[config.mk]
export PLATFORM = sky130hd
export DESIGN_NAME = busArbRequester
export DESIGN_NICKNAME = d
export VERILOG_FILES = /design/src/rtl/arbReqPkg.sv /design/src/rtl/arbReqSync.sv /design/src/rtl/arbReqCtrl.sv /design/src/rtl/arbReqDp.sv /design/src/rtl/busArbRequester.sv
export SDC_FILE = /design/constraint.sdc
export NUM_CORES = 1
export LEC_CHECK = 0
export CAP_MARGIN = 40
export CORE_UTILIZATION = 34
export CTS_CLUSTER_DIAMETER = 100
export DETAILED_ROUTE_END_ITERATION = 7
export SYNTH_ARGS = -nofsm -noshare
export SYNTH_HDL_FRONTEND = slang
export SYNTH_SLANG_ARGS = --single-unit
export TNS_END_PERCENT = 20
[constraint.sdc]
create_clock -name clk -period 1.5 [get_ports clk]
set_input_delay 0.3 -clock clk [delete_from_list [all_inputs] [get_ports clk]]
set_output_delay 0.3 -clock clk [all_outputs]
set_load 0.03 [all_outputs]
[src/rtl/arbReqPkg.sv]
package arbReqPkg;

  typedef enum logic [2:0] {
    ST_IDLE      = 3'd0,
    ST_REQUEST   = 3'd1,
    ST_WAIT_IDLE = 3'd2,
    ST_OWN       = 3'd3,
    ST_RELEASE   = 3'd4
  } arbState_t;

  // Strobes from the control FSM to the output datapath
  typedef struct packed {
    logic setBr;
    logic clrBr;
    logic setBgack;
    logic clrBgack;
  } arbStrobe_t;

  // Bit positions in the synchronized input vector
  localparam int SYNC_BG    = 3;
  localparam int SYNC_AS    = 2;
  localparam int SYNC_DTACK = 1;
  localparam int SYNC_BGACK = 0;
  localparam int SYNC_WIDTH = 4;

endpackage

[src/rtl/arbReqSync.sv]
module arbReqSync #(
  parameter int WIDTH = 4,
  parameter int STAGES = 2,
  parameter logic [WIDTH-1:0] RESET_VAL = '1
) (
  input  logic             clk,
  input  logic             rstN,
  input  logic [WIDTH-1:0] asyncIn,
  output logic [WIDTH-1:0] syncOut
);

  localparam int LAST = STAGES - 1;

  logic [WIDTH-1:0] stageQ [STAGES];

  initial begin
    if (STAGES < 2) $error("arbReqSync needs at least two stages");
  end

  genvar g;
  generate
    for (g = 0; g < STAGES; g++) begin : gStage
      if (g == 0) begin : gFirst
        always_ff @(posedge clk or negedge rstN) begin
          if (!rstN) stageQ[0] <= RESET_VAL;
          else       stageQ[0] <= asyncIn;
        end
      end else begin : gNext
        always_ff @(posedge clk or negedge rstN) begin
          if (!rstN) stageQ[g] <= RESET_VAL;
          else       stageQ[g] <= stageQ[g-1];
        end
      end
    end
  endgenerate

  assign syncOut = stageQ[LAST];

endmodule

[src/rtl/arbReqCtrl.sv]
module arbReqCtrl
  import arbReqPkg::*;
(
  input  logic       clk,
  input  logic       rstN,
  input  logic       reqIn,
  input  logic       doneIn,
  input  logic       grantAct,
  input  logic       strobeAct,
  input  logic       dtackAct,
  input  logic       lineBusy,
  output arbStrobe_t strb
);

  arbState_t stateQ, stateD;
  logic busQuiet;

  assign busQuiet = !strobeAct && !dtackAct && !lineBusy;

  always_comb begin
    stateD = stateQ;
    strb   = '0;
    unique case (stateQ)
      ST_IDLE: begin
        if (reqIn) begin
          strb.setBr = 1'b1;
          stateD     = ST_REQUEST;
        end
      end
      ST_REQUEST: begin
        if (!reqIn) begin
          strb.clrBr = 1'b1;
          stateD     = ST_IDLE;
        end else if (grantAct) begin
          stateD = ST_WAIT_IDLE;
        end
      end
      ST_WAIT_IDLE: begin
        if (!reqIn) begin
          strb.clrBr = 1'b1;
          stateD     = ST_IDLE;
        end else if (!grantAct) begin
          stateD = ST_REQUEST;
        end else if (busQuiet) begin
          strb.setBgack = 1'b1;
          stateD        = ST_OWN;
        end
      end
      ST_OWN: begin
        strb.clrBr = 1'b1;
        if (doneIn) begin
          strb.clrBgack = 1'b1;
          stateD        = ST_RELEASE;
        end
      end
      ST_RELEASE: begin
        stateD = ST_IDLE;
      end
      default: begin
        stateD = ST_IDLE;
      end
    endcase
  end

  always_ff @(posedge clk or negedge rstN) begin
    if (!rstN) stateQ <= ST_IDLE;
    else       stateQ <= stateD;
  end

  AST_LOST_GRANT_REWAITS: assert property (@(posedge clk) disable iff (!rstN)
    (stateQ == ST_WAIT_IDLE && reqIn && !grantAct) |=> (stateQ == ST_REQUEST)) else $error("lost grant");

  AST_RELEASE_ONE_CYCLE: assert property (@(posedge clk) disable iff (!rstN)
    (stateQ == ST_RELEASE) |=> (stateQ == ST_IDLE)) else $error("release too long");

endmodule

[src/rtl/arbReqDp.sv]
module arbReqDp
  import arbReqPkg::*;
(
  input  logic       clk,
  input  logic       rstN,
  input  logic       twoWireMode,
  input  arbStrobe_t strb,
  output logic       brPullLow,
  output logic       bgackPullLow,
  output logic       ownsBus
);

  logic brQ, bgackQ;

  always_ff @(posedge clk or negedge rstN) begin
    if (!rstN) begin
      brQ <= 1'b0;
    end else if (strb.clrBr) begin
      brQ <= 1'b0;
    end else if (strb.setBr) begin
      brQ <= 1'b1;
    end
  end

  always_ff @(posedge clk or negedge rstN) begin
    if (!rstN) begin
      bgackQ <= 1'b0;
    end else if (strb.clrBgack) begin
      bgackQ <= 1'b0;
    end else if (strb.setBgack) begin
      bgackQ <= 1'b1;
    end
  end

  assign brPullLow    = brQ || (twoWireMode && bgackQ);
  assign bgackPullLow = bgackQ;
  assign ownsBus      = bgackQ;

  AST_STROBE_EXCLUSIVE: assert property (@(posedge clk) disable iff (!rstN)
    !(strb.setBgack && strb.clrBgack)) else $error("set and clear together");

  AST_BR_DROPS_AFTER_CLAIM: assert property (@(posedge clk) disable iff (!rstN)
    (!twoWireMode && bgackQ && $past(bgackQ)) |-> !brQ) else $error("request held while owning");

endmodule

[src/rtl/busArbRequester.sv]
module busArbRequester
  import arbReqPkg::*;
#(
  parameter int SYNC_STAGES = 2
) (
  input  logic clk,
  input  logic rstN,
  input  logic twoWireMode,
  input  logic reqIn,
  input  logic doneIn,
  input  logic bgN,
  input  logic asN,
  input  logic dtackN,
  input  logic bgackLineN,
  output logic brPullLow,
  output logic bgackPullLow,
  output logic ownsBus
);

  logic [SYNC_WIDTH-1:0] rawVec, syncVec;
  arbStrobe_t strb;
  logic grantAct, strobeAct, dtackAct, lineBusy;

  always_comb begin
    rawVec             = '1;
    rawVec[SYNC_BG]    = bgN;
    rawVec[SYNC_AS]    = asN;
    rawVec[SYNC_DTACK] = dtackN;
    rawVec[SYNC_BGACK] = bgackLineN;
  end

  arbReqSync #(
    .WIDTH(SYNC_WIDTH),
    .STAGES(SYNC_STAGES),
    .RESET_VAL({SYNC_WIDTH{1'b1}})
  ) u_sync (
    .clk(clk),
    .rstN(rstN),
    .asyncIn(rawVec),
    .syncOut(syncVec)
  );

  assign grantAct  = !syncVec[SYNC_BG];
  assign strobeAct = !syncVec[SYNC_AS];
  assign dtackAct  = !syncVec[SYNC_DTACK];
  assign lineBusy  = !syncVec[SYNC_BGACK];

  arbReqCtrl u_ctrl (
    .clk(clk),
    .rstN(rstN),
    .reqIn(reqIn),
    .doneIn(doneIn),
    .grantAct(grantAct),
    .strobeAct(strobeAct),
    .dtackAct(dtackAct),
    .lineBusy(lineBusy),
    .strb(strb)
  );

  arbReqDp u_dp (
    .clk(clk),
    .rstN(rstN),
    .twoWireMode(twoWireMode),
    .strb(strb),
    .brPullLow(brPullLow),
    .bgackPullLow(bgackPullLow),
    .ownsBus(ownsBus)
  );

  AST_CLAIM_ONLY_QUIET: assert property (@(posedge clk) disable iff (!rstN)
    $rose(bgackPullLow) |-> $past(grantAct && !strobeAct && !dtackAct && !lineBusy)) else $error("claimed busy bus");

  AST_HOLD_UNTIL_DONE: assert property (@(posedge clk) disable iff (!rstN)
    ($past(bgackPullLow) && !$past(doneIn)) |-> bgackPullLow) else $error("dropped early");

  AST_GAP_AFTER_RELEASE: assert property (@(posedge clk) disable iff (!rstN)
    $fell(bgackPullLow) |=> !brPullLow) else $error("request too soon");

  AST_BR_SET_FROM_REQ: assert property (@(posedge clk) disable iff (!rstN)
    $rose(brPullLow) |-> $past(reqIn)) else $error("request without cause");

endmodule

==> results.sh, run 1 <==
export IMPL_slowest_stage="dlygate4sd2_1"
export IMPL_dpl_hpwl_um=602
export IMPL_worst_pin_slew_ns=0.545
export IMPL_final_area_um2=646
export IMPL_finalNetCount=61
export IMPL_first_pass_iters=3
export IMPL_yosys_warnings=0
export IMPL_max_slew_margin_pct=63.5
export IMPL_min_path_type="flop to flop"
export IMPL_synth_nets=46
export IMPL_grt_setup_unrepaired="no"
export IMPL_synth_top_area_share_pct=41.8
export IMPL_setup_tns_ns=0
export IMPL_routedWlPerCell_um=11.9
export IMPL_antenna_left=0
export IMPL_fmax_mhz=742
export IMPL_worstPathArrival_ns=1.05
export IMPL_clk_path_buf_depth=2
export IMPL_ios=12
export IMPL_grt_use_total_pct=13.6
export IMPL_vias=331
export IMPL_hold_viol_final=0
export IMPL_grt_start_max_net_pins=14
export IMPL_yosys_area_top_type="dfstp_2"
export IMPL_drt_iter0_markers=1
export IMPL_slew_violations=0
export IMPL_cts_tree="done"
export IMPL_num_rows=13
export IMPL_antennaDiodeCount=0
export IMPL_worst_ep_required_time_ns=1.20
export IMPL_synth_cell_types=21
export IMPL_critPathLaunchType="flop"
export IMPL_postPlaceCellArea_um2=622
export IMPL_drc=0
export IMPL_grt_pass1_wl_um=1350
export IMPL_power_density_nw_per_um2=1630
export IMPL_synth_seq_cells=13
export IMPL_numCtsBuffers=3
export IMPL_leakagePower_nw=0.267
export IMPL_critPathCaptureType="output port"
export IMPL_path_cells="dlygate4sd2_1"
export IMPL_status="completed"
export IMPL_htree_levels=1
export IMPL_core_area_um2=1330
export IMPL_drive_gt1_share_pct=31.4
export IMPL_ir_drop_v=0.000649
export IMPL_overflow=0
export IMPL_layout_cells_non_filler=66
export IMPL_gp_congestion=0.636
export IMPL_die_h_um=40.5
export IMPL_avgSynthCellArea_um2=13.6
export IMPL_path_buf_inv=1
export IMPL_layout_setup_ws_ns=0.152
export IMPL_grt_pass1_vias=357
export IMPL_max_cap_violations=0
export IMPL_clock_root_buffer="clkbuf_4"
export IMPL_setup_viol=0
export IMPL_final_cell_mix="clkdlybuf4s50_1, dfstp_2, dfrtp_1"
export IMPL_finalCritPeriodShare_pct=89.9
export IMPL_cts_sinks=13
export IMPL_cpPeakStageDelay_ns=0.40
export IMPL_fp_dieW_um=40.5
export IMPL_synth_area_leaders="dfstp_2, dfrtp_1, nand3_1"
export IMPL_total_power_mw=1.05
export IMPL_path_clk_slew_ns=0.07
export IMPL_cp_max_fo=4
export IMPL_seq_area_frac_synth_pct=66.7
export IMPL_syn2layout_area_growth_pct=28.4
export IMPL_start_util_pct=37.7
export IMPL_worstSetupPathType="flop to output port"
export IMPL_cp_top_family="buffers and inverters"
export IMPL_worst_clock_skew_ns=0.00170
export IMPL_io_buffer_count=11
export IMPL_dp_cells=62
export IMPL_final_min_clock_period_ns=1.35
export IMPL_post_cts_setup_buffers=0
export IMPL_insertion_delay_ns=0.27
export IMPL_dieArea_um2=1640
export IMPL_antenna_found_initial=0
export IMPL_synthesis_area_um2=503
export IMPL_place_ws_ns=0.0947
export IMPL_via_per_inst=5.02
export IMPL_synth_cells=37
export IMPL_wl_um=784
-- final cells by class --
| type | instances | area, um^2 |
|---|---|---|
| timing repair buffer | 11 | 105 |
| clock buffer | 4 | 26.3 |
| sequential | 13 | 335 |
| tap | 15 | 18.8 |
| fill | 131 | 688 |
| inverter | 3 | 11.3 |
| multi-input combinational | 20 | 149 |
-- kinds of logic (layout without fill, tap and decap cells) --
group | count (synthesis) | count (layout) | synth area share, %
AOI/OAI and AO/OA | 8 | 8 | 12.7
DFF | 13 | 13 | 66.7
buffers and inverters | 4 | 18 | 3.73
muxes | 1 | 1 | 1.99
and+or+nand+nor | 11 | 11 | 14.9
-- per-layer routing --
layer  track usage (%)  up-vias  share of wire (%)
li1                  -      159                  -
met1              14.0      162                 39
met4              7.50        0                  0
met2              23.4       10                 55
met5                 0        -                  0
met3              5.00        0                5.6
-- synth_stat cells --
library cell,number
o22ai_2,1
a21o_1,1
inv_1,3
nor2b_1,2
o21ai_1,1
nor3b_1,1
nand3b_1,1
nor3b_2,1
buf_4,1
and4_2,1
nand3_1,3
a31oi_1,1
a211oi_1,1
dfstp_2,8
a32o_2,1
a311oi_1,1
dfrtp_1,5
nand2_1,1
mux2i_1,1
nand2b_1,1
o21ai_0,1
-- power breakdown --
| group | internal, mW | switching, mW |
|---|---|---|
| Sequential | 0.426 | 0.0871 |
| Combinational | 0.164 | 0.166 |
| Clock | 0.103 | 0.106 |
| Total | 0.693 | 0.360 |
-- flip-flops by register name (all words and copies together), names as in the netlist --
signal / cells
u_dp.bgackPullLow: 1
u_dp.brQ: 1
u_sync.stageQ: 4
u_sync.syncOut: 4
u_ctrl.stateQ: 3
-- worst paths after layout --
path | start | end | slack [ns] | cells past startpoint
max | u_dp.bgackPullLow | ownsBus | 0.15 | 1
min | u_sync.stageQ[7] | u_sync.syncOut[3] | 0.36 | 0
max reg2reg | u_ctrl.stateQ[0] | u_ctrl.stateQ[1] | 0.46 | 2
min reg2reg | u_sync.stageQ[7] | u_sync.syncOut[3] | 0.36 | 0
max in group asynchronous | rstN | u_sync.stageQ[7] | 0.75 | 1
min in group asynchronous | rstN | u_dp.bgackPullLow | 0.38 | 1
-- through the flow --
stage / hold WS (ns) / util (%)
final: 0.358 / 48.4
after global routing: 0.364 / 48.4
after CTS: 0.360 / 48.4
after detailed placement: 0.349 / 46.6
after global placement: 0.345 / 46.6
after floorplan: 0.00441 / -
-- repair_timing --
action,in CTS,in global routing
endpoints found under the setup margin,2,0
hold buffers,0,0
gates resized for setup,2,0
(Power assumes the default switching activity.)
==> run 2, diff against run 1 <==
--- a/config.mk
+++ b/config.mk
@@ -5,7 +5,8 @@
 export SDC_FILE = /design/constraint.sdc
 export NUM_CORES = 1
 export LEC_CHECK = 0
-export CAP_MARGIN = 40
+export CAP_MARGIN = 20
+export CORE_MARGIN = 10
 export CORE_UTILIZATION = 34
 export CTS_CLUSTER_DIAMETER = 100
 export DETAILED_ROUTE_END_ITERATION = 7
==> run 2 against run 1 <==
Effect of this change:
- register-to-register slack worse by 0.15 ns
- largest power group unchanged
- highest routed layer is now met4
- non-clock buffer count increased by 1
- sequential share of layout area fell by 0.60 points
- count of clock-buffer cells in the layout unchanged
==> results.sh, run 2 (same netlist as run 1, synthesis figures left out) <==
export IMPL_max_slew_margin_pct=77.6
export IMPL_htree_levels=1
export IMPL_antenna_found_initial=0
export IMPL_vias=353
export IMPL_fmax_mhz=731
export IMPL_power_density_nw_per_um2=1640
export IMPL_final_cell_mix="clkdlybuf4s50_1, dfstp_2, dfrtp_1"
export IMPL_r2r_end="u_ctrl.stateQ[1]"
export IMPL_path_buf_inv=1
export IMPL_antennaDiodeCount=0
export IMPL_io_buffer_count=11
export IMPL_num_rows=13
export IMPL_finalCritPeriodShare_pct=91.2
export IMPL_core_area_um2=1350
export IMPL_clock_root_buffer="clkbuf_4"
export IMPL_clk_path_buf_depth=2
export IMPL_grt_use_total_pct=6.62
export IMPL_ios=12
export IMPL_dpl_hpwl_um=868
export IMPL_r2r_cells=2
export IMPL_insertion_delay_ns=0.26
export IMPL_via_per_inst=5.27
export IMPL_reg2reg_from="u_ctrl.stateQ[0]"
export IMPL_setup_viol=0
export IMPL_start_util_pct=37.3
export IMPL_cp_max_fo=4
export IMPL_worst_pin_slew_ns=0.334
export IMPL_layout_cells_non_filler=67
export IMPL_grt_pass1_vias=406
export IMPL_rrSetupSlack_ns=0.31
export IMPL_gp_congestion=0.834
export IMPL_cts_tree="done"
export IMPL_grt_pass1_wl_um=1750
export IMPL_dp_cells=63
export IMPL_fp_dieW_um=58.5
export IMPL_path_clk_slew_ns=0.07
export IMPL_ir_drop_v=0.000778
export IMPL_grt_start_max_net_pins=10
export IMPL_worst_clock_skew_ns=0.000753
export IMPL_path_cells="dlygate4sd2_1"
export IMPL_drt_iter0_markers=7
export IMPL_place_ws_ns=0.0553
export IMPL_hold_viol_final=0
export IMPL_layout_setup_ws_ns=0.133
export IMPL_overflow=0
export IMPL_worstPathArrival_ns=1.07
export IMPL_cp_num_cells=1
export IMPL_slowest_stage="dlygate4sd2_1"
export IMPL_cp_top_family="buffers and inverters"
export IMPL_drive_gt1_share_pct=32.7
export IMPL_final_min_clock_period_ns=1.37
export IMPL_holdBufCountCts=0
export IMPL_fillCellCount=129
export IMPL_numCtsBuffers=3
export IMPL_max_cap_violations=0
export IMPL_leakagePower_nw=0.271
export IMPL_post_cts_setup_buffers=0
export IMPL_critPathCaptureType="output port"
export IMPL_cpPeakStageDelay_ns=0.42
export IMPL_min_path_type="input pin to async pin"
export IMPL_worstSetupPathType="flop to output port"
export IMPL_first_pass_iters=4
export IMPL_worst_ep_required_time_ns=1.20
export IMPL_wl_um=1050
export IMPL_routedWlPerCell_um=15.7
export IMPL_crit_path_end="ownsBus"
export IMPL_dieArea_um2=3420
export IMPL_setup_tns_ns=0
export IMPL_finalNetCount=62
export IMPL_utilization_pct=48.4
export IMPL_die_h_um=58.5
export IMPL_status="completed"
export IMPL_critPathLaunchType="flop"
export IMPL_slew_violations=0
export IMPL_grt_setup_unrepaired="no"
export IMPL_antenna_left=0
export IMPL_drc=0
export IMPL_syn2layout_area_growth_pct=29.9
export IMPL_cts_sinks=13
export IMPL_critical_path_startpoint="u_dp.bgackPullLow"
[run 2: changes by cell type in the layout (fill, tap and decap cells not counted)]
| cell | change |
|---|---|
| buf_4 | +1 |
[run 2: metal layers]
layer	track usage [%]	vias to the layer above	routed length (um)
li1	-	164	-
met1	5.69	175	383
met2	12.4	12	567
met3	3.22	2	86
met4	3.02	0	14
met5	0	-	0
[run 2: cell type report]
type,count,area (um^2),share of cell area (%)
Multi-Input combinational cell,20,149,22.8
Sequential cell,13,335,51.3
Timing Repair Buffer,12,113,17.2
Tap cell,15,18.8,2.87
Clock buffer,4,26.3,4.02
Inverter,3,11.3,1.72
[run 2: repair_timing]
item,CTS,global route
resized for setup,2,0
hold endpoints to repair,0,0
setup endpoints to repair,2,0
[run 2: worst min path at each step]
stage	start	to	slack (ns)	cells past startpoint
after CTS	rstN	u_ctrl.stateQ[2]	0.28	1
after floorplan	rstN	u_ctrl.stateQ[0]	0.004	0
final	rstN	u_dp.brQ	0.28	1
after global placement	u_sync.stageQ[7]	u_sync.syncOut[3]	0.35	0
after global routing	rstN	u_dp.brQ	0.28	1
after detailed placement	u_sync.stageQ[4]	u_sync.syncOut[0]	0.35	0
[run 2: where the power goes]
part	internal, mW	switching (mW)
sequential	0.426	0.0939
clock	0.103	0.102
combinational	0.166	0.183
[run 2: through the flow]
| stage | hold WS [ns] | instance area [um^2] | total power, mW |
|---|---|---|---|
| floorplan | 0.00441 | 503 | 0.750 |
| global placement | 0.347 | 629 | 0.860 |
| finish | 0.279 | 653 | 1.07 |
| CTS | 0.277 | 653 | 1.09 |
| global route | 0.282 | 653 | 1.15 |
| detailed placement | 0.347 | 629 | 0.899 |
